==> src/rtl/pll_retune_pkg.sv <==
`timescale 1ns/1ps
package pll_retune_pkg;

    // Sequencer states, in order of a normal pass
    typedef enum logic [3:0] {
        ST_IDLE,
        ST_HOLD,
        ST_RD_REQ,
        ST_RD_WAIT,
        ST_WR_REQ,
        ST_WR_WAIT,
        ST_RELEASE,
        ST_WAIT_LOCK,
        ST_DONE,
        ST_WAIT_ACK
    } seq_state_t;

    // Width of one count field in the divider word
    localparam int CNT_FIELD_W = 6;

endpackage

==> src/rtl/pll_drp_port.sv <==
`timescale 1ns/1ps
// Single-access engine: one-cycle strobe, wait for ready, bounded by a timeout.
module pll_drp_port #(
    parameter int ADDR_W = 7,
    parameter int DATA_W = 16,
    parameter int TMO_W  = 16
) (
    input  logic              clk,
    input  logic              rst_n,
    input  logic              req,
    input  logic              req_we,
    input  logic [ADDR_W-1:0] req_addr,
    input  logic [DATA_W-1:0] req_wdata,
    input  logic [TMO_W-1:0]  tmo_limit,
    output logic              ack,
    output logic              tmo,
    output logic [DATA_W-1:0] rdata,
    output logic              drp_en,
    output logic              drp_we,
    output logic [ADDR_W-1:0] drp_addr,
    output logic [DATA_W-1:0] drp_di,
    input  logic [DATA_W-1:0] drp_do,
    input  logic              drp_rdy
);

    logic             pend;
    logic [TMO_W-1:0] wait_cnt;
    logic             limit_hit;

    assign limit_hit = (wait_cnt == tmo_limit);

    always_ff @(posedge clk) begin
        if (!rst_n) begin
            pend     <= 1'b0;
            wait_cnt <= '0;
            drp_en   <= 1'b0;
            drp_we   <= 1'b0;
            drp_addr <= '0;
            drp_di   <= '0;
        end else begin
            drp_en <= 1'b0;
            drp_we <= 1'b0;
            if (!pend) begin
                if (req) begin
                    drp_en   <= 1'b1;
                    drp_we   <= req_we;
                    drp_addr <= req_addr;
                    drp_di   <= req_wdata;
                    pend     <= 1'b1;
                    wait_cnt <= '0;
                end
            end else if (drp_rdy || limit_hit) begin
                pend <= 1'b0;
            end else begin
                wait_cnt <= wait_cnt + 1'b1;
            end
        end
    end

    assign ack   = pend & drp_rdy;
    assign tmo   = pend & ~drp_rdy & limit_hit;
    assign rdata = drp_do;

endmodule

==> src/rtl/pll_div_word.sv <==
`timescale 1ns/1ps
// Replaces the high and low count fields of a divider word.
module pll_div_word #(
    parameter int DATA_W = 16,
    parameter int CNT_W  = 6
) (
    input  logic [DATA_W-1:0] old_word,
    input  logic [CNT_W:0]    div,
    output logic [DATA_W-1:0] new_word
);

    localparam int KEEP_LSB = 2 * CNT_W;
    localparam logic [DATA_W-1:0] CNT_MASK = DATA_W'((1 << KEEP_LSB) - 1);

    logic [CNT_W-1:0] lo_cnt;
    logic [CNT_W-1:0] hi_cnt;

    // low = floor(D/2), high = floor(D/2) + (D mod 2)
    assign lo_cnt   = div[CNT_W:1];
    assign hi_cnt   = div[CNT_W:1] + {{(CNT_W-1){1'b0}}, div[0]};
    assign new_word = (old_word & ~CNT_MASK)
                    | {{(DATA_W-KEEP_LSB){1'b0}}, hi_cnt, lo_cnt};

endmodule

==> src/rtl/pll_lock_watch.sv <==
`timescale 1ns/1ps
// Reports relock only after lock has been seen low since arming.
module pll_lock_watch (
    input  logic clk,
    input  logic rst_n,
    input  logic arm,
    input  logic pll_locked,
    output logic relocked
);

    logic dropped;

    always_ff @(posedge clk) begin
        if (!rst_n) begin
            dropped <= 1'b0;
        end else if (arm) begin
            dropped <= 1'b0;
        end else if (!pll_locked) begin
            dropped <= 1'b1;
        end
    end

    assign relocked = dropped & pll_locked;

endmodule

==> src/rtl/pll_div_retune.sv <==
`timescale 1ns/1ps
module pll_div_retune
    import pll_retune_pkg::*;
#(
    parameter int ADDR_W      = 7,
    parameter int DATA_W      = 16,
    parameter int DIV_W       = 8,
    parameter int TMO_W       = 16,
    parameter int DIV_ADDR    = 8,
    parameter int MIN_DIV     = 2,
    parameter int SWEEP_FIRST = 12,
    parameter int SWEEP_LAST  = 42,
    parameter int SWEEP_STEP  = 2
) (
    input  logic              clk,
    input  logic              rst_n,
    input  logic              start,
    input  logic              sweep_mode,
    input  logic [DIV_W-1:0]  div_value,
    input  logic              sweep_ack,
    input  logic [TMO_W-1:0]  timeout_limit,
    input  logic              ref_locked,
    input  logic              pll_locked,
    output logic              pll_rst,
    output logic              drp_en,
    output logic              drp_we,
    output logic [ADDR_W-1:0] drp_addr,
    output logic [DATA_W-1:0] drp_di,
    input  logic [DATA_W-1:0] drp_do,
    input  logic              drp_rdy,
    output logic              busy,
    output logic              done,
    output logic [DIV_W-1:0]  cur_div,
    output logic              err_range,
    output logic              err_busy,
    output logic              err_timeout
);

    localparam int CNT_W   = CNT_FIELD_W;
    localparam int MAX_DIV = 2 * ((1 << CNT_W) - 1);
    localparam logic [DIV_W-1:0]  MIN_D   = DIV_W'(MIN_DIV);
    localparam logic [DIV_W-1:0]  MAX_D   = DIV_W'(MAX_DIV);
    localparam logic [DIV_W-1:0]  FIRST_D = DIV_W'(SWEEP_FIRST);
    localparam logic [DIV_W-1:0]  LAST_D  = DIV_W'(SWEEP_LAST);
    localparam logic [DIV_W-1:0]  STEP_D  = DIV_W'(SWEEP_STEP);
    localparam logic [ADDR_W-1:0] REG_A   = ADDR_W'(DIV_ADDR);

    seq_state_t        state, state_nx;
    logic [DIV_W-1:0]  div_r;
    logic [DATA_W-1:0] word_r;
    logic [DATA_W-1:0] word_new;
    logic              sweep_r;
    logic              in_range;
    logic              at_last;
    logic              port_req, port_req_we, port_ack, port_tmo;
    logic [DATA_W-1:0] port_rdata;
    logic              hold_rst, arm_watch, relocked;

    assign in_range = (div_value >= MIN_D) && (div_value <= MAX_D);
    assign at_last  = (div_r >= LAST_D);

    // Sub-blocks
    pll_drp_port #(
        .ADDR_W (ADDR_W),
        .DATA_W (DATA_W),
        .TMO_W  (TMO_W)
    ) i_port (
        .clk       (clk),
        .rst_n     (rst_n),
        .req       (port_req),
        .req_we    (port_req_we),
        .req_addr  (REG_A),
        .req_wdata (word_new),
        .tmo_limit (timeout_limit),
        .ack       (port_ack),
        .tmo       (port_tmo),
        .rdata     (port_rdata),
        .drp_en    (drp_en),
        .drp_we    (drp_we),
        .drp_addr  (drp_addr),
        .drp_di    (drp_di),
        .drp_do    (drp_do),
        .drp_rdy   (drp_rdy)
    );

    pll_div_word #(
        .DATA_W (DATA_W),
        .CNT_W  (CNT_W)
    ) i_word (
        .old_word (word_r),
        .div      (div_r[CNT_W:0]),
        .new_word (word_new)
    );

    pll_lock_watch i_lock (
        .clk        (clk),
        .rst_n      (rst_n),
        .arm        (arm_watch),
        .pll_locked (pll_locked),
        .relocked   (relocked)
    );

    // State register
    always_ff @(posedge clk) begin
        if (!rst_n) begin
            state <= ST_IDLE;
        end else begin
            state <= state_nx;
        end
    end

    // Next-state logic
    always_comb begin
        state_nx = state;
        unique case (state)
            ST_IDLE:      if (start && (sweep_mode || in_range)) state_nx = ST_HOLD;
            ST_HOLD:      state_nx = ST_RD_REQ;
            ST_RD_REQ:    state_nx = ST_RD_WAIT;
            ST_RD_WAIT:   if (port_ack) state_nx = ST_WR_REQ;
                          else if (port_tmo) state_nx = ST_IDLE;
            ST_WR_REQ:    state_nx = ST_WR_WAIT;
            ST_WR_WAIT:   if (port_ack) state_nx = ST_RELEASE;
                          else if (port_tmo) state_nx = ST_IDLE;
            ST_RELEASE:   state_nx = ST_WAIT_LOCK;
            ST_WAIT_LOCK: if (relocked) state_nx = ST_DONE;
            ST_DONE:      state_nx = sweep_r ? ST_WAIT_ACK : ST_IDLE;
            ST_WAIT_ACK:  if (sweep_ack) state_nx = at_last ? ST_IDLE : ST_HOLD;
            default:      state_nx = ST_IDLE;
        endcase
    end

    // State-decoded outputs
    always_comb begin
        busy        = (state != ST_IDLE);
        done        = (state == ST_DONE);
        hold_rst    = (state inside {ST_HOLD, ST_RD_REQ, ST_RD_WAIT, ST_WR_REQ, ST_WR_WAIT});
        port_req    = (state == ST_RD_REQ) || (state == ST_WR_REQ);
        port_req_we = (state == ST_WR_REQ);
        arm_watch   = (state == ST_HOLD);
    end

    assign pll_rst = hold_rst | ~ref_locked;
    assign cur_div = div_r;

    // Working registers and error flags
    always_ff @(posedge clk) begin
        if (!rst_n) begin
            div_r       <= '0;
            word_r      <= '0;
            sweep_r     <= 1'b0;
            err_range   <= 1'b0;
            err_busy    <= 1'b0;
            err_timeout <= 1'b0;
        end else begin
            if (state == ST_IDLE && start) begin
                if (sweep_mode || in_range) begin
                    sweep_r     <= sweep_mode;
                    div_r       <= sweep_mode ? FIRST_D : div_value;
                    err_range   <= 1'b0;
                    err_busy    <= 1'b0;
                    err_timeout <= 1'b0;
                end else begin
                    err_range <= 1'b1;
                end
            end
            if (state != ST_IDLE && start) begin
                err_busy <= 1'b1;
            end
            if (state == ST_RD_WAIT && port_ack) begin
                word_r <= port_rdata;
            end
            if (port_tmo) begin
                err_timeout <= 1'b1;
            end
            if (state == ST_WAIT_ACK && sweep_ack && !at_last) begin
                div_r <= div_r + STEP_D;
            end
        end
    end

endmodule

==> config.mk <==
export PLATFORM = sky130hd
export DESIGN_NAME = pll_div_retune
export DESIGN_NICKNAME = d
export VERILOG_FILES = /design/src/rtl/pll_retune_pkg.sv /design/src/rtl/pll_drp_port.sv /design/src/rtl/pll_div_word.sv /design/src/rtl/pll_lock_watch.sv /design/src/rtl/pll_div_retune.sv
export SDC_FILE = /design/constraint.sdc
export NUM_CORES = 1
export LEC_CHECK = 0
export CAP_MARGIN = 20
export CORE_MARGIN = 4
export CORE_UTILIZATION = 43
export DETAILED_ROUTE_END_ITERATION = 12
export GPL_TIMING_DRIVEN = 0
export PLACE_DENSITY = 0.76
export SYNTH_ARGS = -nofsm -noshare
export SYNTH_HDL_FRONTEND = slang
export SYNTH_SLANG_ARGS = --single-unit
==> constraint.sdc <==
create_clock -name clk -period 1.7 [get_ports clk]
set_input_delay 0.425 -clock clk [delete_from_list [all_inputs] [get_ports clk]]
set_output_delay 0.425 -clock clk [all_outputs]
set_load 0.05 [all_outputs]
Word level (Yosys, flattened, before mapping) --
Index checks and enable logic that the tools add are counted.
Word-level totals: input bits 48, output and inout port bits 39, word-level logic and storage cells 100, register bits 69
Cells by class: equal/unequal tests 14, $add $sub $neg 3, $lt $le $gt $ge 3, mux-type cells 24, bitwise operators 11, reductions and logical operators 31
Operators with widths (number):
- 2-to-1 mux 16 bit | 3
- case mux 4 bit (10 select lines) | 1
- 2-to-1 mux 8 bit | 4
- 2-to-1 mux 4 bit | 7
- adder 16 x 1 -> 16 bit (second input constant) | 1
- == test 16 bit | 1
- == test 4 x 3 -> 1 bit (second input constant) | 4
- bitwise OR 16 x 12 -> 16 bit | 1
- nonzero test 2 bit | 7
- AND reduction 2 bit | 6
- 2-to-1 mux 1 bit | 9
- adder 8 x 2 -> 8 bit (second input constant) | 1
- == test 4 x 2 -> 1 bit (second input constant) | 2
- == test 4 bit (second input constant) | 2
- >= comparator 8 x 2 -> 1 bit (second input constant) | 1
- >= comparator 8 x 6 -> 1 bit (second input constant) | 1
- less-or-equal comparator 8 x 7 -> 1 bit (second input constant) | 1
- logical AND 1 bit | 7
- adder 6 x 1 -> 6 bit | 1
- inequality test 2 bit (second input constant) | 3
- NOT 1 bit | 5
- nonzero test 5 bit | 1
- AND 1 bit | 4
- == test 4 x 1 -> 1 bit (second input constant) | 1
- 9 further kinds | 12

Depth between registers and ports, before layout --
word-level depth 6, mapped depth 7, depth with buffers taken out 7

Modules after synthesis --
A second synthesis with hierarchy kept.
Unflattened totals: cells, all modules 453, area, all modules 3788.6 um^2
Modules (own cells, without submodules):
- pll_drp_port | area each 2074.5 um^2, cells each 244, seq. area each 840.8 um^2, instances 1
- pll_div_retune | area each 1498.9 um^2, cells each 186, seq. area each 640.6 um^2, instances 1
- pll_div_word | area each 161.4 um^2, cells each 19, seq. area each 0.0 um^2, instances 1
- pll_lock_watch | area each 53.8 um^2, cells each 4, seq. area each 20.0 um^2, instances 1

Least setup slack after synthesis --
No wires, ideal clock.
path type reg2reg, start register div_r[0] (netlist: cur_div[0]), end register div_r[4] (netlist: cur_div[4]), arrival 2.085 ns, setup time 0.103 ns, cell stages (with the launch flop) 8, setup slack -0.489 ns, path buffers 0, clock period less this slack 2.189 ns, data required time 1.597 ns, path through dfxtp_1 inv_1 ha_1 o311ai_1 nand4_2 nor2_1 nor3_1 a2111oi_2
Between the ends: longest elaborated chain between the ends 5, elaborated cells on any way between the ends 8, classes of those cells add/sub (1); order compare (1); mux (1); reduce/logical (5)
RTL lines:
- start: declaration | RTL line pll_div_retune.sv:49 | logic [DIV_W-1:0] div_r;
- start signal: assignment | RTL line pll_div_retune.sv:158 | div_r <= sweep_mode ? FIRST_D : div_value;
- start signal: assignment | RTL line pll_div_retune.sv:176 | div_r <= div_r + STEP_D;
- >= comparator 8 x 6 -> 1 bit | RTL line pll_div_retune.sv:60 | assign at_last = (div_r >= LAST_D);
- logical NOT 1 bit | RTL line pll_div_retune.sv:175 | if (state == ST_WAIT_ACK && sweep_ack && !at_last) begin
- logical AND 1 bit | RTL line pll_div_retune.sv:175
- nonzero test 2 bit (no source line)
- AND reduction 2 bit (no source line)
Several ways; a longest one is shown, not always the timed one. A chain may end at the register's enable or synchronous reset.

Worst setup path in the final report --
start register state[1], end output busy
Between the ends: longest elaborated chain between the ends 1
RTL lines:
- start: declaration | RTL line pll_div_retune.sv:48 | seq_state_t state, state_nx;
- start signal: assignment | RTL line pll_div_retune.sv:108 | state <= state_nx;
- nonzero test 4 bit | RTL line pll_div_retune.sv:134 | busy = (state != ST_IDLE);
- end: declaration | RTL line pll_div_retune.sv:31 | output logic busy,
Every way passes these cells.

==> impl_metrics.py <==
metrics = {
    "outcome": {
        "status": "complete, but fails checks",
        "violations": "setup timing",
    },
    "worst_setup_path": {
        "arrival_ns": 1.36,
        "worstReg2RegStart": "i_port.wait_cnt[4]$_SDFFE_PN0P_",
        "startpoint_type": "register",
        "cp.required_ns": 1.27,
        "cp-endpoint": "busy",
        "reg2reg_slack_ns": -0.05,
        "timing.rr.end": "state[0]$_SDFFE_PN0P_",
        "r2r_cells": 7,
        "cp-startpoint": "state[1]$_SDFFE_PN0P_",
        "worstPathMaxFanout": 6,
        "worstSetupEndpointType": "output pin",
        "worstSetupPathType": "reg2out",
    },
    "timing": {
        "period_share": 1.05,
        "worstMarginPinSlew_ns": 0.588,
        "finClkSkew_ns": 0.00833,
        "hold_viol": 0,
        "rsz0062_at_grt": "true",
        "slew_violations": 0,
        "layout_min_cycle_time_ns": 1.79,
        "slew_headroom": 0.608,
        "fmax_ghz": 0.559,
        "final.setup.tns_ns": -0.453,
        "setup_violations": 14,
        "final.setup.worst_slack_ns": -0.0895,
    },
    "floorplanning": {
        "fp.dieH_um": 91.4,
        "die_area_sq_um": 8360,
        "start_util": 0.441,
        "ios": 87,
        "core_area_sq_um": 6790,
        "rows": 30,
        "die_w_um": 91.4,
    },
    "finish": {
        "final_util": 0.706,
        "final_common_cell": "nand2_1",
        "final_cell_mix": "nand2_1, buf_4, dlygate4sd2_1, dfxtp_1",
        "nNetsFinal": 534,
        "diodes": 0,
        "instances_no_fill": 582,
        "syn_to_final_growth_pct": 60.2,
        "drive_gt1_frac": 0.383,
    },
    "routing": {
        "drcViolationCount": 0,
        "routedWlPerCell_um": 17.3,
        "drtAntennaViolNets": 0,
        "detail_route.vias_per_cell": 5.55,
        "vias": 3232,
        "dr.pass1.iters": 4,
        "wl_um": 10100,
        "drt-initial-drc-count": 259,
    },
    "cts": {
        "hold_buffers": 0,
        "cts.clk_slew.worst_paths_ns": 0.07,
        "cts_sinks": 57,
        "clock_path_buffers": 2,
        "ctsHtreeMaxLevel": 3,
        "cts_root_buffer": "clkbuf_8",
        "cts_tree": "done",
        "cts_made_buffers": 9,
        "clock_latency_ns": 0.34,
    },
    "grt": {
        "overflow": 0,
        "grt_pass1_wl_um": 15600,
        "grt_usage": 0.230,
        "grt_max_degree": 13,
        "grt_pass1_vias": 3251,
        "antenna_found_initial": 0,
    },
    "synthesis": {
        "mappedNetlistArea_sq_um": 2990,
        "synth_largest_area_cell": "dfxtp_1",
        "synth_edf_count": 0,
        "ys.flop_type": "dfxtp_1",
        "synth_top_area_frac": 0.381,
        "async_flop_share": 0,
        "postSynthCellCount": 366,
        "ys_types": 54,
        "syn_avg_cell_area_sq_um": 8.18,
        "yosysSeqAreaShare": 0.381,
        "synthTopCellsByArea": "dfxtp_1, nand2_1, a21oi_1, xnor2_1, buf_4",
        "synth-seq-cells": 57,
        "ys_warn_count": 0,
    },
    "placed_design": {
        "place.gp.congestion": 0.887,
        "place_inst": 535,
        "place_ws_ns": -0.925,
        "numPortBuffers": 68,
        "hpwl_um": 5800,
    },
    "min_path": {
        "min_path_type": "in2reg",
    },
    "pwr": {
        "ir_drop_v": 0.000655,
        "p_per_area_nw_per_um2": 720,
        "p_leak_nw": 1.88,
    },
    "flow_run": {
        "maxCapViolations": 0,
    },
}
worst min path at each step:
stage,startpoint,endpoint,slack [ns],cells past startpoint
3_5_place_dp,word_r[15]$_SDFFE_PN0P_,i_port.drp_di[15]$_SDFFE_PN0P_,0.44,2
2_1_floorplan,word_r[12]$_SDFFE_PN0P_,i_port.drp_di[12]$_SDFFE_PN0P_,0.43,2
3_3_place_gp,i_port.drp_di[0]$_SDFFE_PN0P_,i_port.drp_di[0]$_SDFFE_PN0P_,0.44,2
6_report,sweep_mode,sweep_r$_SDFFE_PN0P_,0.39,3
4_1_cts,sweep_mode,sweep_r$_SDFFE_PN0P_,0.38,3
5_1_grt,sweep_mode,sweep_r$_SDFFE_PN0P_,0.42,3
Yosys cell counts, types with 2 or more instances:
library cell	instances
a221oi_1	2
or4_1	8
a21oi_1	36
ha_1	5
inv_1	10
buf_2	10
a211oi_1	6
nand2_1	50
a31oi_1	2
o21bai_1	2
nand2b_1	2
clkbuf_1	11
or3_1	11
and3_1	8
xor2_1	2
nand4_1	7
o21a_1	3
xnor2_1	19
nor3_1	3
o31ai_1	7
dfxtp_1	57
nand3_1	13
nor4_1	2
nor4_2	2
o311a_1	2
and4_1	2
nor2b_1	2
nor2_1	26
o21ai_0	14
buf_4	13
mux2i_1	6
critical path, cell delays in order, from the launching register on:
cell	delay (ns)
dfxtp_4	0.38
nor4_4	0.29
buf_6	0.17
inv_4	0.04
buf_8	0.14
through the flow:
step	power (mW)	instance area (sq um)	hold slack [ns]
3_5_place_dp	1.95	3890	0.444
5_1_grt	3.59	4790	0.418
2_1_floorplan	1.76	3090	0.431
4_1_cts	3.41	4530	0.384
3_3_place_gp	1.95	3890	0.442
6_report	3.45	4790	0.394
area by class of cell:
cell class,count,area [sq um]
inverter,10,40.0
tap,96,120
multi-input combinational,270,2040
clock inverter,7,101
sequential,57,1200
fill,506,2000
timing repair buffer,104,938
buffer,29,231
clock buffer,9,124
flip-flops by register name, indices dropped and copies added, names as in the netlist:
name / count
err_range: 1
err_busy: 1
cur_div: 8
err_timeout: 1
i_port.drp_en: 1
i_port.drp_addr: 1
i_lock.dropped: 1
i_port.wait_cnt: 16
state: 4
i_port.pend: 1
i_port.drp_di: 16
word_r: 4
i_port.drp_we: 1
sweep_r: 1
cells by family (layout without fill, tap and decap cells):
kind of cell / count (synthesis) / in the layout / synth area share
multiplexers: 6 / 6 / 0.0201
AO/OA/AOI/OAI: 88 / 88 / 0.187
other: 1 / 6 / 0.00125
buffers and inverters: 45 / 159 / 0.0769
flip-flops: 57 / 57 / 0.381
AND/OR/NAND/NOR: 143 / 144 / 0.251
adder cells (fa/ha/maj): 5 / 5 / 0.0209
XOR/XNOR: 21 / 21 / 0.0615
power by group:
| group | leakage, nW | internal, mW | switching, mW |
|---|---|---|---|
| Sequential | 0.477 | 1.35 | 0.0405 |
| Combinational | 1.29 | 0.256 | 0.350 |
| Clock | 0.106 | 0.837 | 0.618 |
| Total | 1.88 | 2.45 | 1.01 |
layer usage:
layer	part of all wire	track usage	vias up
met5	0	0	-
met4	0.015	0.0766	0
met1	0.41	0.262	1542
met3	0.070	0.0771	18
met2	0.51	0.400	139
li1	-	-	1533
timing repair:
| item | CTS | global route |
|---|---|---|
| gates cloned | 2 | 0 |
| setup buffers | 25 | 11 |
| pin swaps | 32 | 35 |
| setup endpoints to repair | 81 | 56 |
| resized for setup | 191 | 79 |
No activity file was read; power rests on OpenSTA's default activity.
